`src/rtl/iqpc_pkg.sv`:
```
package iqpc_pkg;
    localparam int SAMPLE_W   = 16;
    localparam int BYTE_W     = 8;
    localparam int NUM_WORDS  = 4;
    localparam int LANES      = SAMPLE_W / BYTE_W;
    localparam int CTRL_ADDR  = NUM_WORDS * LANES;
    localparam int CLR_ADDR   = CTRL_ADDR + 1;
    localparam int CFG_ADDR_W = $clog2(CLR_ADDR + 1);

    typedef enum logic {
        PAIR0 = 1'b0,
        PAIR1 = 1'b1
    } pair_e;

    typedef struct packed {
        logic [SAMPLE_W-1:0] i;
        logic [SAMPLE_W-1:0] q;
    } iq_t;

    typedef struct packed {
        logic irq_en;
        logic det_en;
    } ctrl_t;

    function automatic pair_e other_pair(input pair_e p);
        return (p == PAIR0) ? PAIR1 : PAIR0;
    endfunction

    function automatic logic any_bit(input iq_t v);
        return |{v.i, v.q};
    endfunction
endpackage

```
`src/rtl/iqpc_cfg_regs.sv`:
```
module iqpc_cfg_regs
    import iqpc_pkg::*;
#(
    parameter int DATA_W = SAMPLE_W,
    parameter int ADDR_W = CFG_ADDR_W
) (
    input  logic              clk,
    input  logic              rst,
    input  logic              cfg_wr,
    input  logic [ADDR_W-1:0] cfg_addr,
    input  logic [BYTE_W-1:0] cfg_wdata,
    output logic [DATA_W-1:0] pat_word [NUM_WORDS],
    output ctrl_t             ctrl,
    output logic              clr_pulse
);
    localparam int NLANE = DATA_W / BYTE_W;

    always_ff @(posedge clk) begin
        if (rst) begin
            for (int w = 0; w < NUM_WORDS; w++) begin
                pat_word[w] <= '0;
            end
            ctrl <= '0;
        end else if (cfg_wr) begin
            for (int w = 0; w < NUM_WORDS; w++) begin
                for (int b = 0; b < NLANE; b++) begin
                    if (cfg_addr == ADDR_W'(w * NLANE + b)) begin
                        pat_word[w][b*BYTE_W +: BYTE_W] <= cfg_wdata;
                    end
                end
            end
            if (cfg_addr == ADDR_W'(CTRL_ADDR)) begin
                ctrl.det_en <= cfg_wdata[0];
                ctrl.irq_en <= cfg_wdata[1];
            end
        end
    end

    assign clr_pulse = cfg_wr && (cfg_addr == ADDR_W'(CLR_ADDR));
endmodule

```
`config.mk`:
```
export PLATFORM = sky130hd
export DESIGN_NAME = iqpc_cfg_regs
export DESIGN_NICKNAME = d
export VERILOG_FILES = /design/src/rtl/iqpc_pkg.sv /design/src/rtl/iqpc_cfg_regs.sv
export SDC_FILE = /design/constraint.sdc
export NUM_CORES = 1
export LEC_CHECK = 0
export CELL_PAD_IN_SITES_DETAIL_PLACEMENT = 0
export CELL_PAD_IN_SITES_GLOBAL_PLACEMENT = 2
export CORE_UTILIZATION = 26
export DETAILED_ROUTE_END_ITERATION = 8
export PLACE_DENSITY = 0.73
export SYNTH_ARGS = -nofsm -noshare
export SYNTH_HDL_FRONTEND = slang
export SYNTH_SLANG_ARGS = --single-unit
```
`constraint.sdc`:
```
create_clock -name clk -period 0.9 [get_ports clk]
set_input_delay 0.09 -clock clk [delete_from_list [all_inputs] [get_ports clk]]
set_output_delay 0.09 -clock clk [all_outputs]
set_load 0.02 [all_outputs]
```
==> results.json <==
{
  "rr_worst_depth": 4,
  "synth_area_mm2": 0.002669,
  "cp.required_ns": 0.81,
  "synth_fp_nets": 255,
  "fin_area_mm2": 0.004554,
  "rsz0062_at_grt": "true",
  "avgViaCountPerCell": 4.062,
  "numCtsBuffers": 9,
  "cp-start-kind": "flop",
  "clk_pin_slew_ns": 0.07,
  "rows": 36,
  "fin_setup_tns_ns": 0,
  "dpl.cell_count": 482,
  "hold_class": "input port to flop",
  "diodes": 0,
  "overflow": 0,
  "layout-drive-gt1-share": 0.6062,
  "power_leakage_nw": 2.315,
  "fin_crit_sh": 0.9980,
  "core_mm2": 0.009864,
  "yosysSeqAreaShare": 0.4951,
  "fillers": 938,
  "max_stage_delay_ns": 0.35,
  "final_common_cell": "nand2b_1",
  "dr_total_vias": 2108,
  "final_util": 0.4617,
  "setup_viol": 0,
  "multi_input_area_mm2": 0.001309,
  "io_buffers": 81,
  "ys_ff_latch": 66,
  "fin_cells": 519,
  "tightest_slew_ns": 0.3970,
  "grt_pass1_wl_mm": 11.14,
  "dieWidth_um": 103.3,
  "critPathTopFamily": "flip-flops",
  "finalNetCount": 396,
  "crit_buf_inv": 1,
  "r2r-start": "ctrl[0]",
  "cp_slowest_cell": "dfxtp_2",
  "cellPowerDensity_mw_per_mm2": 1457,
  "dieHeight_um": 103.3,
  "start_util": 0.2705,
  "wire_per_inst_um": 13.87,
  "cts_root_buf": "clkbuf_8",
  "cts-hold-fix-buffers": 0,
  "path_cells": "buf_6",
  "finalMaxSlewViolations": 0,
  "cts.htree.levels": 3,
  "r2r_setup_slack_ns": 0.09,
  "grt_antenna_before_repair": 0,
  "final_antenna_net_count": 0,
  "fin_crit_ns": 0.8982,
  "crit_arrival_ns": 0.81,
  "dr.pass1.iters": 4,
  "cp-end-kind": "output pin",
  "finalWirelength_mm": 7.201,
  "min-delay-start": "rst",
  "cts_tree": "yes",
  "place_area_mm2": 0.003974,
  "grt_max_degree": 27,
  "worst-path-max-fanout": 2,
  "hold_viol": 0,
  "gp_congestion": 0.6844,
  "layout_common_cells": "nand2b_1, buf_6, mux2i_1, dfxtp_2, buf_4",
  "grt_use_total": 0.1431,
  "clock-sinks": 66,
  "vdd_drop_max_mv": 0.9439,
  "clk-insertion-delay-late_ns": 0.34,
  "reg2reg_to": "ctrl[0]",
  "drt_iter0_drc": 52,
  "outcome": "finished clean",
  "max_freq_mhz": 1113,
  "hold_path_end": "pat_word[23]",
  "pin_count": 82,
  "crit_type": "flop to output pin",
  "cts.path.max_buffers": 2,
  "postSynthAreaPerCell_um2": 11.12,
  "synthDistinctLibCells": 17,
  "hold_depth": 3,
  "dp_hpwl_mm": 5.075,
  "grt_pass1_vias": 2176,
  "slew_headroom": 0.7353,
  "synth_cells": 240,
  "yosys_warnings": 0,
  "route.detailed.drc": 0,
  "holdWs_ns": 0.1097,
  "area_growth_syn_to_layout_pct": 70.65,
  "cap_violations": 0,
  "ff_latch_area_mm2": 0.001404,
  "skew_ns": 0,
  "dieArea_mm2": 0.01067
}
## report_power, final
group	internal [W]	total (W)	switching, W
Sequential	0.00296	0.00299	0.0000282
Combinational	0.000341	0.000624	0.000283
Clock	0.00183	0.00302	0.00119
## worst max-delay path by stage
stage | slack, ns | from | cells past startpoint | to
floorplan | -0.02 | cfg_addr[3] | 4 | pat_word[41]
global placement | -0.67 | cfg_addr[1] | 4 | clr_pulse
detailed placement | -0.72 | cfg_addr[1] | 4 | clr_pulse
CTS | -0.03 | pat_word[44] | 1 | pat_word[44]
global route | -0.04 | pat_word[39] | 1 | pat_word[39]
finish | 0.002 | pat_word[21] | 1 | pat_word[21]
## sequential cells by signal, indices dropped and copies added (netlist names)
| name | cells |
|---|---|
| ctrl | 2 |
| pat_word | 64 |
## cell usage after synthesis
library cell   n  area, um2
nand2b_1      74      462.9
dfxtp_1       66       1321
mux2i_1       66      660.6
clkbuf_1      14      52.55
nand2_2        3      18.77
nand2_4        3      33.78
and2b_1        2      15.01
buf_1          2      7.510
buf_4          2      15.01
and3_1         1      6.260
and3b_1        1      8.760
and4b_1        1      10.01
nand3_1        1      5.000
nand3_4        1      17.52
nand4b_1       1      8.760
nor2_2         1      6.260
nor3b_4        1      18.77
## metal layers
| layer | wire length [um] | up-vias | global-route usage |
|---|---|---|---|
| met5 | 0 | - | 0 |
| met4 | 102 | 0 | 0.05525 |
| met3 | 407 | 9 | 0.04032 |
| met2 | 3375 | 56 | 0.2272 |
| met1 | 3317 | 976 | 0.1844 |
| li1 | - | 1067 | - |
## worst register-to-register path, cell delays in order, from the launching register on
cell and delay, ns:
dfxtp_2 0.33, buf_4 0.12, buf_4 0.12, nand2b_1 0.06, mux2i_1 0.07
## kinds of logic (layout without fill, tap and decap cells)
group / after synthesis / in the layout / share of synthesized area
simple gates: 90 / 90 / 0.2293
flops: 66 / 66 / 0.4951
buf+inv: 18 / 164 / 0.02813
mux: 66 / 66 / 0.2475
## timing repair
| item | 4_1_cts | 5_1_grt |
|---|---|---|
| endpoints found under the setup margin | 133 | 90 |
| resized for setup | 484 | 8 |
| pin swaps | 3 | 2 |
| buffers inserted | 5 | 16 |
## final cells by class
type,count,share of cell area
timing repair buffer,148,0.3148
sequential,66,0.3082
multi-input combinational,156,0.2874
tap,133,0.03654
clock buffer,9,0.02720
clock inverter,7,0.02582
## metrics by stage
stage / setup WS, ns / total power, W
after floorplan: -0.02105 / 0.003310
after global routing: -0.03824 / 0.006904
after global placement: -0.6743 / 0.003644
final: 0.001777 / 0.006637
after CTS: -0.02602 / 0.006743
after detailed placement: -0.7194 / 0.003646
(Power assumes the default switching activity.)
